### src/rtl/keyed_clock24.sv
`timescale 1ns/1ps
module keyed_clock24 #(
  parameter int TICKS_PER_SEC = 4000
) (
  input  logic        clk,
  input  logic        rst,
  input  logic        tick_i,
  input  logic        key_set_i,
  input  logic        key_up_i,
  input  logic        key_down_i,
  input  logic        key_ok_i,
  output logic [23:0] time_o,
  output logic [1:0]  sel_o
);
  localparam int PW = (TICKS_PER_SEC > 1) ? $clog2(TICKS_PER_SEC) : 1;
  localparam logic [PW-1:0] LAST = PW'(TICKS_PER_SEC - 1);
  localparam logic [1:0] S_IDLE = 2'd0, S_HR = 2'd1, S_MIN = 2'd2, S_SEC = 2'd3;

  logic [PW-1:0] presc;
  logic [7:0]    hr, mn, sc;
  logic [1:0]    sel;

  function automatic logic [7:0] bcd_step(input logic [7:0] v, input logic [7:0] top, input logic up);
    if (up) begin
      if (v == top) return 8'h00;
      if (v[3:0] == 4'd9) return {v[7:4] + 4'd1, 4'd0};
      return v + 8'd1;
    end
    if (v == 8'h00) return top;
    if (v[3:0] == 4'd0) return {v[7:4] - 4'd1, 4'd9};
    return v - 8'd1;
  endfunction

  wire sec_step = tick_i && (presc == LAST);
  wire sec_wrap = sec_step && (sc == 8'h59);
  wire min_wrap = sec_wrap && (mn == 8'h59);
  wire hr_wrap  = min_wrap && (hr == 8'h23);
  wire adj      = key_up_i ^ key_down_i;

  wire [7:0] sc_n = (sel == S_SEC && adj) ? bcd_step(sc, 8'h59, key_up_i) :
                    sec_step ? bcd_step(sc, 8'h59, 1'b1) : sc;
  wire [7:0] mn_n = (sel == S_MIN && adj) ? bcd_step(mn, 8'h59, key_up_i) :
                    sec_wrap ? bcd_step(mn, 8'h59, 1'b1) : mn;
  wire [7:0] hr_n = (sel == S_HR && adj) ? bcd_step(hr, 8'h23, key_up_i) :
                    hr_wrap ? 8'h00 : min_wrap ? bcd_step(hr, 8'h23, 1'b1) : hr;

  always_ff @(posedge clk) begin
    if (rst) begin
      presc <= '0;
      hr    <= 8'h00;
      mn    <= 8'h00;
      sc    <= 8'h00;
      sel   <= S_IDLE;
    end else begin
      presc <= sec_step ? '0 : (tick_i ? presc + PW'(1) : presc);
      hr    <= hr_n;
      mn    <= mn_n;
      sc    <= sc_n;
      if (key_ok_i)       sel <= S_IDLE;
      else if (key_set_i) sel <= (sel == S_SEC) ? S_HR : sel + 2'd1;
    end
  end

  assign time_o = {hr, mn, sc};
  assign sel_o  = sel;


  sec_range_chk: assert property (@(posedge clk) disable iff (rst)
    sc[3:0] <= 4'd9 && sc <= 8'h59 && mn[3:0] <= 4'd9 && mn <= 8'h59);

  hour_range_chk: assert property (@(posedge clk) disable iff (rst)
    hr[3:0] <= 4'd9 && hr <= 8'h23);

  presc_range_chk: assert property (@(posedge clk) disable iff (rst) presc <= LAST);

  sec_hold_chk: assert property (@(posedge clk) disable iff (rst)
    !(tick_i && presc == LAST) && !(sel == S_SEC && (key_up_i ^ key_down_i)) |=> $stable(sc));

  presc_edit_chk: assert property (@(posedge clk) disable iff (rst)
    tick_i && presc != LAST && sel != S_IDLE |=> presc == $past(presc) + PW'(1));

  confirm_chk: assert property (@(posedge clk) disable iff (rst) key_ok_i |=> sel_o == S_IDLE);

  idle_ignore_chk: assert property (@(posedge clk) disable iff (rst)
    sel == S_IDLE && !(tick_i && presc == LAST) |=> $stable(time_o));
endmodule

### config.mk
export PLATFORM = sky130hd
export DESIGN_NAME = keyed_clock24
export DESIGN_NICKNAME = d
export VERILOG_FILES = /design/src/rtl/keyed_clock24.sv
export SDC_FILE = /design/constraint.sdc
export NUM_CORES = 1
export LEC_CHECK = 0
export CORE_MARGIN = 4
export CORE_UTILIZATION = 56
export DETAILED_ROUTE_END_ITERATION = 16
export PLACE_DENSITY = 0.81
export SETUP_SLACK_MARGIN = 0.3
export SYNTH_ARGS = -nofsm -noshare
export SYNTH_HDL_FRONTEND = slang
export SYNTH_SLANG_ARGS = --single-unit
### constraint.sdc
create_clock -name clk -period 2.5 [get_ports clk]
set_input_delay 0.5 -clock clk [delete_from_list [all_inputs] [get_ports clk]]
set_output_delay 0.5 -clock clk [all_outputs]
set_load 0.01 [all_outputs]
==> reports/qor.yml <==
outcome:
  status: "finished, final reports clean"
clocking:
  cts.sinks: 38
  path_clk_slew_ns: 0.08
  cts-hold-fix-buffers: 0
  cts_htree_levels: 2
  cts_root_buf: "clkbuf_8"
  clockBufferDepth: 2
  tritoncts: "done"
  clk_latency_ns: 0.30
  cts_buffers: 5
finish:
  antennaDiodeCount: 0
  drive_gt1_share_pct: 13.5
  area_delta_synth_final_pct: 19.0
  final_core_util_pct: 68.4
  final_nets: 468
synthesis:
  ys_warn_count: 0
  syn_area_mm2: 0.00316
  synthFlopType: "dfxtp_1"
  synth-xor-area-share_pct: 5.26
  seq_area_frac_synth_pct: 24.0
  ys_ff_latch: 38
  yosys-mux-area-fraction_pct: 3.01
  syn-num-nets: 439
  synth_compound_area_share_pct: 22.0
  synth_cell_types: 70
  synth_top_family_by_area: "simple AND/OR/NAND/NOR gates"
  async_flop_share_pct: 0
  syn_inst: 406
  avgSynthCellArea_um2: 7.79
  synth-simple-area-share_pct: 30.0
  synth_fa_ha_area_share_pct: 10.3
  synth_edf_count: 0
timing:
  rsz0062_at_grt: "true"
  period_share_pct: 85.3
  slew_viol_final: 0
  final_hold_viol_count: 0
  worst_pin_slew_ns: 0.577
  period_needed_ns: 2.13
  fin_worst_skew_ns: 0.0101
  fmax_mhz: 469
  relSlewSlack_pct: 61.5
  setup_violations: 0
setup_path:
  worst_ep_arrival_time_ns: 2.29
  end_kind: "flip-flop"
  worstPathRequired_ns: 2.66
  crit_type: "reg -> reg"
  startpoint_type: "flip-flop"
  path_max_fanout: 8
floorplan:
  die_h_um: 83.2
  start_util_pct: 57.5
  coreArea_mm2: 0.00551
  num_rows: 27
  fp.dieW_um: 83.2
  die_area_mm2: 0.00692
  ios: 33
grt:
  grt_overflow_total: 0
  grt_first_pass_wirelength_mm: 13.4
  grt_max_degree: 17
  grt_pass1_vias: 2850
  antenna_found_initial: 0
  grt_use_total_pct: 22.4
detailed_routing:
  vias: 3181
  dr.pass1.iters: 5
  drt_iter0_drc: 240
  ant_nets: 0
  wl_per_cell_um: 15.8
  drc_errors: 0
  routed_via_density: 6.26
  wl_mm: 8.03
placement:
  place_congestion: 0.912
  port_buffers: 32
  hpwl_mm: 5.64
worst_hold_path:
  hp-class: "reg -> reg"
pwr:
  power_density_mw_per_mm2: 388
  ir_drop_mv: 0.278
  total_power_mw: 1.46
  leakagePower_nw: 1.44
flow_run:
  cap_violations: 0
-- synth_stat cells, types with 5 or more instances --
cell type / n / share of area, %
mux2i_1: 5 / 1.6
clkbuf_1: 20 / 2.4
a311oi_1: 11 / 3.0
a211oi_1: 6 / 1.4
nand3_1: 19 / 3.0
xnor2_1: 11 / 3.0
and3_1: 5 / 0.99
ha_1: 26 / 10
inv_1: 17 / 2.0
nor3b_1: 5 / 1.2
o21ai_0: 16 / 2.5
nand2b_1: 6 / 1.2
a21oi_1: 28 / 4.4
nand2_1: 34 / 4.0
xor2_1: 8 / 2.2
nand4_1: 9 / 1.8
dfxtp_1: 38 / 24
nor3_1: 11 / 1.7
nor2_1: 42 / 5.0
-- layer usage --
metal / wire length, µm / vias up / share of wire, % / track usage [%]
met5: 0 / - / 0 / 0
met4: 67 / 0 / 0.83 / 4.46
met3: 444 / 8 / 5.5 / 3.57
met2: 3900 / 113 / 49 / 36.4
met1: 3620 / 1514 / 45 / 31.5
li1: - / 1546 / - / -
-- area by class of cell --
cell class | instances | area, µm²
multi-input combinational | 327 | 2280
fill | 457 | 1740
sequential | 38 | 767
timing repair buffer | 46 | 425
tap | 72 | 90.1
clock buffer | 6 | 82.6
inverter | 17 | 63.8
clock inverter | 2 | 60.1
-- registers in the layout, indices dropped and copies added (netlist names) --
name and cells:
hr 8, mn 8, presc 12, sc 8
sel_o 2
-- per-stage QoR --
stage / hold slack (ns) / setup slack [ns] / instance area (µm²) / setup TNS (ns) / std cells
2_1_floorplan: 0.480 / 0.506 / 3160 / 0 / 406
6_report: 0.541 / 0.368 / 3760 / 0 / 508
3_5_place_dp: 0.523 / -0.0636 / 3560 / -0.0636 / 499
3_3_place_gp: 0.496 / 0.0950 / 3560 / 0 / 499
5_1_grt: 0.569 / 0.213 / 3760 / 0 / 508
4_1_cts: 0.541 / 0.303 / 3720 / 0 / 507
-- critical path, stage by stage (launching register included) --
cell and delay, ns:
dfxtp_2 0.41, inv_1 0.12, ha_2 0.23, nand3b_2 0.21, nor3_2 0.07, buf_4 0.16, a32oi_4 0.35, a311oi_1 0.08
a2111oi_1 0.37
-- cell families after synthesis --
logic type / Yosys count
AOI/OAI and AO/OA: 100
xor gates and xnor gates: 19
adders and majority gates: 26
buffers and inverters: 41
muxes: 9
DFF: 38
and+or+nand+nor: 173
-- worst paths after layout --
kind | endpoint | slack [ns] | startpoint | cells past startpoint
max reg2reg | hr[5] | 0.37 | sc[1] | 8
min reg2reg | presc[11] | 0.54 | presc[11] | 2
min | presc[11] | 0.54 | presc[11] | 2
max | hr[5] | 0.37 | sc[1] | 8
-- cell usage in the layout (no fill, tap or decap), drive strengths merged, types with 6 or more instances in the layout --
cell / Yosys / layout
nor3: 11 / 11
nor2: 43 / 43
xor2: 8 / 8
and3: 8 / 8
a311oi: 11 / 11
nand3: 19 / 19
nand4: 10 / 10
a211oi: 6 / 6
o21ai: 16 / 16
nor4: 6 / 6
inv: 17 / 17
clkdlybuf4s50: 0 / 32
nand2: 34 / 34
clkbuf: 22 / 6
xnor2: 11 / 11
a21oi: 28 / 28
ha: 26 / 26
buf: 2 / 14
dfxtp: 38 / 38
nand2b: 6 / 6
-- power by group --
part / internal (mW) / switching, mW
Clock: 0.426 / 0.240
Sequential: 0.615 / 0.0193
Combinational: 0.0716 / 0.0905
Total: 1.11 / 0.349
-- repair_timing --
action / in CTS / in global routing
resized for setup: 2 / 12
endpoints found under the setup margin: 4 / 22
pin swaps: 1 / 1
buffers inserted: 0 / 1
Power figures use the tool's default switching activity.
